[config.mk]
export PLATFORM = sky130hd
export DESIGN_NAME = fetch_unit
export DESIGN_NICKNAME = d
export VERILOG_FILES = /design/src/rtl/fetch_pkg.sv /design/src/rtl/fu_entry_mask.sv /design/src/rtl/fu_pc_seq.sv /design/src/rtl/fu_slot_out.sv /design/src/rtl/fetch_unit.sv
export SDC_FILE = /design/constraint.sdc
export NUM_CORES = 1
export LEC_CHECK = 0
export BUFFER_PORTS_ARGS = -buffer_cell sky130_fd_sc_hd__buf_2
export CAP_MARGIN = 40
export CORE_AREA = 2 2 177 179
export CTS_CLUSTER_DIAMETER = 30
export CTS_CLUSTER_SIZE = 25
export DETAILED_ROUTE_END_ITERATION = 7
export DIE_AREA = 0 0 179 181
export PLACE_DENSITY = 0.59
export SLEW_MARGIN = 20
export SYNTH_ARGS = -nofsm -noshare
export SYNTH_HDL_FRONTEND = slang
export SYNTH_HIERARCHICAL = 1
export SYNTH_SLANG_ARGS = --single-unit
[constraint.sdc]
create_clock -name clk_i -period 5.9 [get_ports clk_i]
set_clock_uncertainty 0.2 [all_clocks]
set_input_delay 1.18 -clock clk_i [delete_from_list [all_inputs] [get_ports clk_i]]
set_output_delay 1.18 -clock clk_i [all_outputs]
set_load 0.01 [all_outputs]
[src/rtl/fetch_pkg.sv]
package fetch_pkg;
  localparam int unsigned INSN_BYTES = 4;
  localparam int unsigned INSN_LSB   = 2;
endpackage

[src/rtl/fu_entry_mask.sv]
module fu_entry_mask #(
  parameter int unsigned SLOTS    = 4,
  parameter int unsigned OFF_BITS = $clog2(SLOTS)
) (
  input  logic [OFF_BITS-1:0] offset_i,
  output logic [SLOTS-1:0]    mask_o
);
  for (genvar g = 0; g < SLOTS; g++) begin : g_slot
    assign mask_o[g] = (g >= int'(offset_i));
  end
endmodule

[src/rtl/fu_pc_seq.sv]
module fu_pc_seq #(
  parameter int unsigned       ADDR_W   = 32,
  parameter int unsigned       BLK_BITS = 4,
  parameter logic [ADDR_W-1:0] RESET_PC = '0
) (
  input  logic              clk_i,
  input  logic              rst_ni,
  input  logic              redirect_valid_i,
  input  logic [ADDR_W-1:0] redirect_target_i,
  input  logic              advance_i,
  output logic [ADDR_W-1:0] sel_pc_o,
  output logic [ADDR_W-1:0] base_o
);
  localparam logic [ADDR_W-1:0] BLK_STEP = ADDR_W'(1) << BLK_BITS;

  logic [ADDR_W-1:0] fetch_pc_q;

  assign sel_pc_o = redirect_valid_i ? redirect_target_i : fetch_pc_q;
  assign base_o   = {sel_pc_o[ADDR_W-1:BLK_BITS], {BLK_BITS{1'b0}}};

  always_ff @(posedge clk_i or negedge rst_ni) begin
    if (!rst_ni)        fetch_pc_q <= RESET_PC;
    else if (advance_i) fetch_pc_q <= base_o + BLK_STEP;
  end

  // redirect must force a load
  p_redirect_loads_r7: assert property (@(posedge clk_i) disable iff (!rst_ni)
    redirect_valid_i |-> advance_i);

  // sequential path restarts one block past the target
  p_redirect_next_r7: assert property (@(posedge clk_i) disable iff (!rst_ni)
    redirect_valid_i |=> fetch_pc_q ==
      {$past(redirect_target_i[ADDR_W-1:BLK_BITS]), {BLK_BITS{1'b0}}} + BLK_STEP);
endmodule

[src/rtl/fu_slot_out.sv]
module fu_slot_out #(
  parameter int unsigned SLOTS  = 4,
  parameter int unsigned INSN_W = 32,
  parameter int unsigned ADDR_W = 32
) (
  input  logic                    clk_i,
  input  logic                    rst_ni,
  input  logic                    load_i,
  input  logic [SLOTS*INSN_W-1:0] insn_i,
  input  logic [SLOTS-1:0]        mask_i,
  input  logic [ADDR_W-1:0]       base_i,
  output logic [SLOTS*INSN_W-1:0] slot_insn_o,
  output logic [SLOTS-1:0]        slot_valid_o,
  output logic [SLOTS*ADDR_W-1:0] slot_pc_o
);
  import fetch_pkg::*;

  logic [SLOTS*INSN_W-1:0] insn_q;
  logic [SLOTS-1:0]        valid_q;
  logic [ADDR_W-1:0]       base_q;

  always_ff @(posedge clk_i or negedge rst_ni) begin
    if (!rst_ni) begin
      insn_q  <= '0;
      valid_q <= '0;
      base_q  <= '0;
    end else if (load_i) begin
      insn_q  <= insn_i;
      valid_q <= mask_i;
      base_q  <= base_i;
    end
  end

  assign slot_insn_o  = insn_q;
  assign slot_valid_o = valid_q;

  for (genvar g = 0; g < SLOTS; g++) begin : g_pc
    assign slot_pc_o[g*ADDR_W +: ADDR_W] = base_q + ADDR_W'(g * INSN_BYTES);
  end

  // any valid run must reach the top slot
  p_contig_r3: assert property (@(posedge clk_i) disable iff (!rst_ni)
    (valid_q != '0) |-> valid_q[SLOTS-1]);
endmodule

[src/rtl/fetch_unit.sv]
module fetch_unit #(
  parameter int unsigned       SLOTS    = 4,
  parameter int unsigned       INSN_W   = 32,
  parameter int unsigned       ADDR_W   = 32,
  parameter logic [ADDR_W-1:0] RESET_PC = '0
) (
  input  logic                    clk_i,
  input  logic                    rst_ni,
  input  logic                    redirect_valid_i,
  input  logic [ADDR_W-1:0]       redirect_target_i,
  input  logic                    ready_i,
  output logic [ADDR_W-1:0]       imem_addr_o,
  input  logic [SLOTS*INSN_W-1:0] imem_rdata_i,
  output logic [SLOTS*INSN_W-1:0] slot_insn_o,
  output logic [SLOTS-1:0]        slot_valid_o,
  output logic [SLOTS*ADDR_W-1:0] slot_pc_o
);
  import fetch_pkg::*;

  localparam int unsigned OFF_BITS  = $clog2(SLOTS);
  localparam int unsigned BLK_BYTES = SLOTS * INSN_BYTES;
  localparam int unsigned BLK_BITS  = $clog2(BLK_BYTES);

  logic              load;
  logic [ADDR_W-1:0] sel_pc, base;
  logic [SLOTS-1:0]  mask;

  assign load        = redirect_valid_i | ready_i;
  assign imem_addr_o = base;

  fu_pc_seq #(.ADDR_W(ADDR_W), .BLK_BITS(BLK_BITS), .RESET_PC(RESET_PC)) u_seq (
    .clk_i, .rst_ni,
    .redirect_valid_i, .redirect_target_i,
    .advance_i (load),
    .sel_pc_o  (sel_pc),
    .base_o    (base)
  );

  fu_entry_mask #(.SLOTS(SLOTS), .OFF_BITS(OFF_BITS)) u_mask (
    .offset_i (sel_pc[BLK_BITS-1:INSN_LSB]),
    .mask_o   (mask)
  );

  fu_slot_out #(.SLOTS(SLOTS), .INSN_W(INSN_W), .ADDR_W(ADDR_W)) u_out (
    .clk_i, .rst_ni,
    .load_i  (load),
    .insn_i  (imem_rdata_i),
    .mask_i  (mask),
    .base_i  (base),
    .slot_insn_o, .slot_valid_o, .slot_pc_o
  );

  p_redirect_base_r2: assert property (@(posedge clk_i) disable iff (!rst_ni)
    redirect_valid_i |=> slot_pc_o[ADDR_W-1:0] ==
      {$past(redirect_target_i[ADDR_W-1:BLK_BITS]), {BLK_BITS{1'b0}}});

  p_entry_mask_r3: assert property (@(posedge clk_i) disable iff (!rst_ni)
    redirect_valid_i |=> slot_valid_o ==
      SLOTS'({SLOTS{1'b1}} << $past(redirect_target_i[BLK_BITS-1:INSN_LSB])));

  p_seq_next_r4: assert property (@(posedge clk_i) disable iff (!rst_ni)
    (ready_i && !redirect_valid_i && slot_valid_o != '0) |=>
      (&slot_valid_o) &&
      slot_pc_o[ADDR_W-1:0] == $past(slot_pc_o[ADDR_W-1:0]) + ADDR_W'(BLK_BYTES));

  p_hold_r8: assert property (@(posedge clk_i) disable iff (!rst_ni)
    (!ready_i && !redirect_valid_i) |=>
      $stable(slot_valid_o) && $stable(slot_insn_o) && $stable(slot_pc_o));
endmodule

==> flow_metrics.py, run 1 <==
metrics = {
    "sta": {
        "tightest_slew_ns": 0.8316,
        "fin_setup_tns_ns": 0,
        "setup_slack_ns": 1.697,
        "period_share": 0.7123,
        "setup_viol": 0,
        "rsz0062_at_grt": "false",
        "period_minus_slack_ns": 4.203,
        "final_hold_viol_count": 0,
        "slew_violations": 0,
        "fmax_mhz": 237.9,
        "hold_ws_ns": 0.2983,
        "slew_headroom": 0.4456,
    },
    "clock_tree": {
        "clockBufferDepth": 2,
        "cts_made_buffers": 17,
        "cts-root-buf": "clkbuf_16",
        "holdBufCountCts": 0,
        "clock_sinks": 192,
        "cts_setup_buffers": 0,
        "ctsResizeCount": 0,
        "clkTransAtPathRegs_ns": 0.08,
        "insertion_delay_ns": 0.43,
        "cts_tree": "yes",
        "h-tree-depth": 4,
    },
    "synth": {
        "syn_area_sq_um": 10050,
        "synth_warnings": 6,
        "syn_inst": 855,
        "syn_avg_cell_area_sq_um": 11.75,
    },
    "run": {
        "max_cap_violations": 0,
    },
    "die": {
        "die_w_microns": 179,
        "row_count": 64,
        "start_util": 0.3310,
        "design.portCount": 456,
        "die-area_sq_um": 32400,
        "core_sq_um": 30350,
        "die_h_microns": 181,
    },
    "route": {
        "avgRoutedWirePerCell_microns": 19.50,
        "vias": 8269,
        "dr.pass1.iters": 5,
        "wirelength_microns": 32660,
        "dr.first_iter.drc_count": 346,
        "final_antenna_net_count": 0,
        "drc": 0,
        "top_layer": "met5",
        "via_per_inst": 4.937,
        "drt-met1-wl_microns": 12380,
        "route.met2.wl_microns": 16450,
        "wl_met3_microns": 2742,
    },
    "place": {
        "place_ws_ns": 1.710,
        "numPortBuffers": 449,
        "gp_congestion": 0.8967,
        "dpl.cell_count": 1639,
        "hpwl_microns": 25470,
    },
    "global_route": {
        "grt_use_total": 0.1986,
        "overflow": 0,
        "grt_pass1_wl_microns": 48830,
        "antenna_found_initial": 9,
        "grt_max_degree": 111,
        "grt_pass1_vias": 8237,
    },
    "power": {
        "p_per_area_nw_per_um2": 296.2,
        "power.leakage_nw": 6.175,
        "vdd_drop_max_uv": 146.0,
        "total_power_mw": 3.896,
    },
    "min_path": {
        "hold_path.class": "flip-flop to flip-flop",
    },
    "worst_setup_path": {
        "start_kind": "primary input",
        "worstSetupPathType": "primary input to output port",
        "cp.arrival_ns": 2.82,
        "cp.required_ns": 4.52,
        "ff2ff_setup_slack_ns": 3.27,
        "end_kind": "output port",
        "path_max_fanout": 36,
    },
    "finish": {
        "drive_gt1_frac": 0.5423,
        "fin_nets": 1432,
        "layout.cells.non_filler": 1675,
        "area_delta_synth_final_pct": 30.94,
    },
    "status": {
        "outcome": "finished, final reports clean",
    },
}
==> registers in the layout, indices dropped and copies added, names as in the netlist <==
name and count:
u_out/base_q 32, u_out/slot_insn_o 128, u_out/slot_valid_o 4, u_seq/fetch_pc_q 28
==> routing by layer <==
metal  global-route usage  vias up
li1                     -     3799
met4              0.07415       10
met2               0.3471      393
met5                    0        -
met3              0.05934       60
met1               0.2265     4007
==> worst max-delay path: stages <==
cell and delay [ns]:
buf_2 0.37, buf_4 0.47, mux2i_1 0.39, inv_1 0.19, buf_2 0.19
==> cells in the final DEF (no fill, tap or decap), types with 19 or more instances in the layout <==
cell type,instances
buf_2,448
dfrtp_1,192
mux2_2,184
xnor2_1,71
nand2_1,67
nand3_1,44
xor2_1,29
inv_1,25
nor2_1,19
==> final timing paths <==
check / start / cells after the start / endpoint
worst max-delay path: redirect_valid_i / 5 / imem_addr_o[29]
worst min-delay path: u_seq/fetch_pc_q[31] / 2 / u_seq/fetch_pc_q[31]
worst max register to register: u_seq/fetch_pc_q[4] / 8 / u_seq/fetch_pc_q[28]
worst min register to register: u_seq/fetch_pc_q[31] / 2 / u_seq/fetch_pc_q[31]
max in group asynchronous: rst_ni / 3 / u_out/slot_insn_o[11]
min in group asynchronous: rst_ni / 1 / u_out/slot_insn_o[105]
==> through the flow <==
stage               instance area [sq um]    util
floorplan                           10060       -
global placement                    12480  0.4113
detailed placement                  12480  0.4113
CTS                                 13120  0.4323
global route                        13150  0.4332
finish                              13150  0.4334
==> where the power goes <==
group	internal, mW	switching (mW)
combinational	0.458	0.522
sequential	1.46	0.209
clock	0.657	0.590
==> final cells by class <==
type | count | area [sq um]
flip-flops and latches | 192 | 4805
fillers | 2965 | 17200
multi-input cells | 571 | 4762
inverters | 25 | 93.84
well taps | 396 | 495.5
repair buffers | 456 | 2354
diodes | 3 | 7.507
clock buffers | 17 | 425.4
clock inverters | 15 | 211.5
Note: power is estimated with default switching activity, not from simulation.
==> run 2: changes to the inputs <==
Clock period 5.9 ns to 3.9 ns, I/O delays scaled along.
==> flow_metrics.py, run 2 (synthesis results as in run 1) <==
metrics = {
    "clock_tree": {
        "clock_sinks": 192,
        "cts_made_buffers": 17,
        "ctsResizeCount": 0,
        "holdBufCountCts": 0,
        "cts-root-buf": "clkbuf_16",
        "insertion_delay_ns": 0.44,
        "clkTransAtPathRegs_ns": 0.08,
        "cts_setup_buffers": 0,
        "h-tree-depth": 4,
        "clockBufferDepth": 2,
        "cts_tree": "yes",
    },
    "worst_setup_path": {
        "start_kind": "flip-flop",
        "worstSetupPathType": "flip-flop to output port",
        "slowest_stage": "dfrtp_1",
        "r2r-start": "u_seq/fetch_pc_q[4]",
        "ff2ff_path_depth": 7,
        "cp.depth": 5,
        "cp.arrival_ns": 2.75,
        "end_kind": "output port",
        "cpLargestDelayFamily": "simple AND/OR/NAND/NOR gates",
        "critPathBufInv": 1,
        "worstPathCellList": "nand4_4 -> nor2_1 -> nand2_1 -> xnor2_1 -> buf_2",
        "cp-startpoint": "u_out/base_q[5]",
        "path_max_fanout": 13,
        "cp.required_ns": 2.92,
        "critical-path-max-stage-delay_ns": 0.74,
    },
    "route": {
        "wirelength_microns": 33290,
        "final_antenna_net_count": 0,
        "avgRoutedWirePerCell_microns": 19.80,
        "vias": 8288,
        "via_per_inst": 4.930,
        "dr.pass1.iters": 6,
        "drc": 0,
        "dr.first_iter.drc_count": 376,
    },
    "sta": {
        "rsz0062_at_grt": "false",
        "final_hold_viol_count": 0,
        "setup_viol": 0,
        "hold_ws_ns": 0.1401,
        "slew_headroom": 0.5196,
        "setup_slack_ns": 0.1708,
        "period_minus_slack_ns": 3.729,
        "period_share": 0.9562,
        "slew_violations": 0,
        "fmax_mhz": 268.2,
        "tightest_slew_ns": 0.7179,
        "fin_setup_tns_ns": 0,
    },
    "finish": {
        "area_delta_synth_final_pct": 31.49,
        "fin_area_sq_um": 13210,
        "multi_input_area_sq_um": 4762,
        "final_common_cell": "buf_2",
        "layout.cells.non_filler": 1681,
        "drive_gt1_frac": 0.5441,
        "fin_nets": 1437,
        "largest_reg_flops": 128,
        "layout_common_cells": "buf_2 (448), dfrtp_1 (192), mux2_2 (184), xnor2_1 (71), nand2_1 (67)",
        "regArea_sq_um": 4805,
        "final.fill_count": 2964,
        "final_util": 0.4352,
    },
    "die": {
        "die-area_sq_um": 32400,
        "row_count": 64,
        "design.portCount": 456,
        "start_util": 0.3310,
        "die_h_microns": 181,
        "die_w_microns": 179,
        "core_sq_um": 30350,
    },
    "global_route": {
        "busiest_layer": "met2",
        "grt_util_met3": 0.06713,
        "grt_use_total": 0.2013,
        "grt_pass1_wl_microns": 49290,
        "overflow": 0,
        "use_met1": 0.2249,
        "grt_pass1_vias": 8236,
        "grt_max_degree": 96,
        "met2_usage": 0.3558,
        "antenna_found_initial": 10,
    },
    "power": {
        "total_power_mw": 5.903,
        "p_int_mw": 3.895,
        "netSwitchingPower_mw": 2.008,
        "p_seq_frac": 0.427,
        "combinationalPowerShare": 0.255,
        "p_per_area_nw_per_um2": 446.9,
        "vdd_drop_max_uv": 294.5,
        "swShare": 0.3401,
        "p_clk_frac": 0.318,
        "power.leakage_nw": 6.210,
    },
    "place": {
        "dpl.cell_count": 1645,
        "placed_cell_area_sq_um": 12580,
        "place_ws_ns": 0.6226,
        "hpwl_microns": 26090,
        "gp_congestion": 0.8952,
        "numPortBuffers": 449,
    },
    "min_path": {
        "hold_path.class": "primary input to asynchronous set/reset pin",
    },
    "run": {
        "max_cap_violations": 0,
    },
    "status": {
        "outcome": "finished, final reports clean",
    },
}
run 2: power by group through the flow:
stage          Combinational [mW]  Sequential [mW]  Clock [mW]
5_1_grt                      1.65             2.56        2.02
3_3_place_gp                 1.51             2.55           0
4_1_cts                      1.53             2.52        1.94
6_report                     1.51             2.52        1.88
3_5_place_dp                 1.53             2.56           0
2_1_floorplan               0.895             2.46           0
run 2: final timing paths:
check / slack (ns) / endpoint
max reg2reg: 1.28 / u_seq/fetch_pc_q[28]
min: 0.14 / u_out/slot_insn_o[101]
min in group clk_i: 0.28 / u_seq/fetch_pc_q[27]
max in group asynchronous: 2.60 / u_out/slot_insn_o[4]
max: 0.17 / slot_pc_o[76]
min reg2reg: 0.28 / u_seq/fetch_pc_q[27]
run 2: worst reg2reg max path: cells and delay by family, from the launching register on:
kind	cells	cell delay, ns
compound gates	3	1.13
fa+ha+maj	1	0.21
buf+inv	1	0.09
flops	1	0.38
mux	1	0.23
simple gates	1	0.28
run 2: layer usage:
metal  wire (microns)  part of all wire
met5               55            0.0017
met4              854             0.026
met3             3024             0.091
met2            16790              0.50
met1            12570              0.38
run 2: final cells by class:
| class | instances | area share |
|---|---|---|
| timing repair buffer | 461 | 0.1833 |
| antenna | 4 | 0.0007578 |
| multi-input combinational | 571 | 0.3605 |
| tap | 396 | 0.03751 |
| clock inverter | 15 | 0.01487 |
| sequential | 192 | 0.3637 |
| inverter | 25 | 0.007104 |
| clock buffer | 17 | 0.03221 |
==> run 3: changes to the inputs <==
Settings changed: PLACE_DENSITY 0.59 to not set.
Clock period 3.9 ns to 3.35 ns, I/O delays scaled along.
==> flow_metrics.py, run 3 (synthesis results as in run 1) <==
metrics = {
    "finish": {
        "area_delta_synth_final_pct": 33.89,
        "largest_reg_flops": 128,
        "fin_nets": 1465,
        "drive_gt1_frac": 0.5600,
        "final_common_cell": "buf_2",
        "final_util": 0.4432,
        "layout_common_cells": "buf_2 (448), dfrtp_1 (186), mux2_2 (184), xnor2_1 (71), nand2_1 (67)",
    },
    "sta": {
        "slew_headroom": 0.6428,
        "setup_slack_ns": 0.1461,
        "period_share": 0.9564,
        "hold_ws_ns": 0.2491,
        "setup_viol": 0,
        "fin_setup_tns_ns": 0,
        "tightest_slew_ns": 0.5209,
        "slew_violations": 0,
        "period_minus_slack_ns": 3.204,
        "final_hold_viol_count": 0,
        "fmax_mhz": 312.1,
    },
    "die": {
        "start_util": 0.3310,
        "design.portCount": 456,
        "die_w_microns": 179,
        "die-area_sq_um": 32400,
        "row_count": 64,
        "core_sq_um": 30350,
        "die_h_microns": 181,
    },
    "worst_setup_path": {
        "cp.required_ns": 2.48,
        "worstSetupPathType": "flip-flop to output port",
        "end_kind": "output port",
        "path_max_fanout": 7,
        "cp.arrival_ns": 2.33,
        "ff2ff_setup_slack_ns": 0.88,
        "start_kind": "flip-flop",
    },
    "status": {
        "outcome": "finished, final reports clean",
    },
    "route": {
        "avgRoutedWirePerCell_microns": 19.52,
        "drc": 0,
        "final_antenna_net_count": 0,
        "dr.first_iter.drc_count": 380,
        "via_per_inst": 4.918,
        "wirelength_microns": 33320,
        "dr.pass1.iters": 5,
        "vias": 8395,
    },
    "clock_tree": {
        "clock_sinks": 192,
        "cts_tree": "yes",
        "clockBufferDepth": 2,
        "h-tree-depth": 4,
        "cts-root-buf": "clkbuf_16",
        "cts_made_buffers": 17,
        "insertion_delay_ns": 0.45,
        "clkTransAtPathRegs_ns": 0.07,
    },
    "power": {
        "power.leakage_nw": 6.333,
        "p_per_area_nw_per_um2": 507.4,
        "total_power_mw": 6.825,
        "vdd_drop_max_uv": 319.8,
    },
    "global_route": {
        "grt_use_total": 0.2025,
        "grt_pass1_wl_microns": 49370,
        "grt_pass1_vias": 8454,
        "grt_max_degree": 72,
        "antenna_found_initial": 8,
        "overflow": 0,
    },
    "place": {
        "gp_congestion": 0.8988,
        "numPortBuffers": 449,
        "place_ws_ns": 0.1927,
        "hpwl_microns": 26560,
    },
    "min_path": {
        "hold_path.class": "primary input to flip-flop",
    },
    "run": {
        "max_cap_violations": 0,
    },
}
-- run 3: changes by cell type in the layout (fill, tap and decap cells not counted), moves of 3 or more --
cell      previous run  this run
dfrtp_1            192       186
clkinv_4             0         4
dfrtp_2              0         6
clkinv_8             3         0
inv_8                3         0
buf_4                6        30
buf_12               6         9
clkbuf_1             0         4
inv_6                5         2
-- run 3: layout make-up --
type	count	area [sq um]
fillers	2913	16900
flip-flops and latches	192	4812
multi-input cells	571	4800
repair buffers	489	2671
well taps	396	495.5
clock buffers	21	440.4
clock inverters	11	132.6
inverters	25	93.84
diodes	2	5.005
-- run 3: through the flow --
| step | instance area [sq um] | std cells |
|---|---|---|
| floorplan | 10060 | 858 |
| global route | 13450 | 1706 |
| detailed placement | 12780 | 1667 |
| finish | 13450 | 1707 |
| CTS | 13380 | 1701 |
| global placement | 12780 | 1667 |
-- run 3: what timing repair did --
item / in CTS / in global routing
pin swaps: 2 / 1
hold buffers: 1 / 0
endpoints found under the hold margin: 35 / 0
gates resized for setup: 3 / 11
setup endpoints to repair: 9 / 32
setup buffers: 1 / 4
-- run 3: worst max-delay path, stage by stage (launching register included) --
cell and delay, ns:
dfrtp_2 0.45, inv_1 0.12, ha_1 0.34, nor2_1 0.45
and3_1 0.24, xor2_1 0.13, buf_2 0.14
-- run 3: power breakdown --
| group | internal (mW) | leakage, nW | switching, mW |
|---|---|---|---|
| Combinational | 0.872 | 3.82 | 1.05 |
| Sequential | 2.58 | 2.24 | 0.275 |
| Clock | 1.11 | 0.272 | 0.936 |
| Total | 4.56 | 6.33 | 2.26 |
-- run 3: routing by layer --
| layer | vias up | GRT usage | share of wire |
|---|---|---|---|
| met5 | - | 0 | 0.0023 |
| met4 | 10 | 0.08650 | 0.032 |
| met3 | 67 | 0.06566 | 0.091 |
| met2 | 421 | 0.3509 | 0.50 |
| li1 | 3857 | - | - |
| met1 | 4040 | 0.2257 | 0.38 |
-- run 3: path summary, 6_finish.rpt --
check / startpoint / end / cells after the start
worst max-delay path: u_out/base_q[3] / slot_pc_o[106] / 6
worst min-delay path: imem_rdata_i[2] / u_out/slot_insn_o[2] / 2
worst max register to register: u_seq/fetch_pc_q[4] / u_seq/fetch_pc_q[28] / 7
worst min register to register: u_seq/fetch_pc_q[29] / u_seq/fetch_pc_q[29] / 2
max in group asynchronous: rst_ni / u_out/base_q[19] / 3
min in group asynchronous: rst_ni / u_out/slot_insn_o[74] / 2
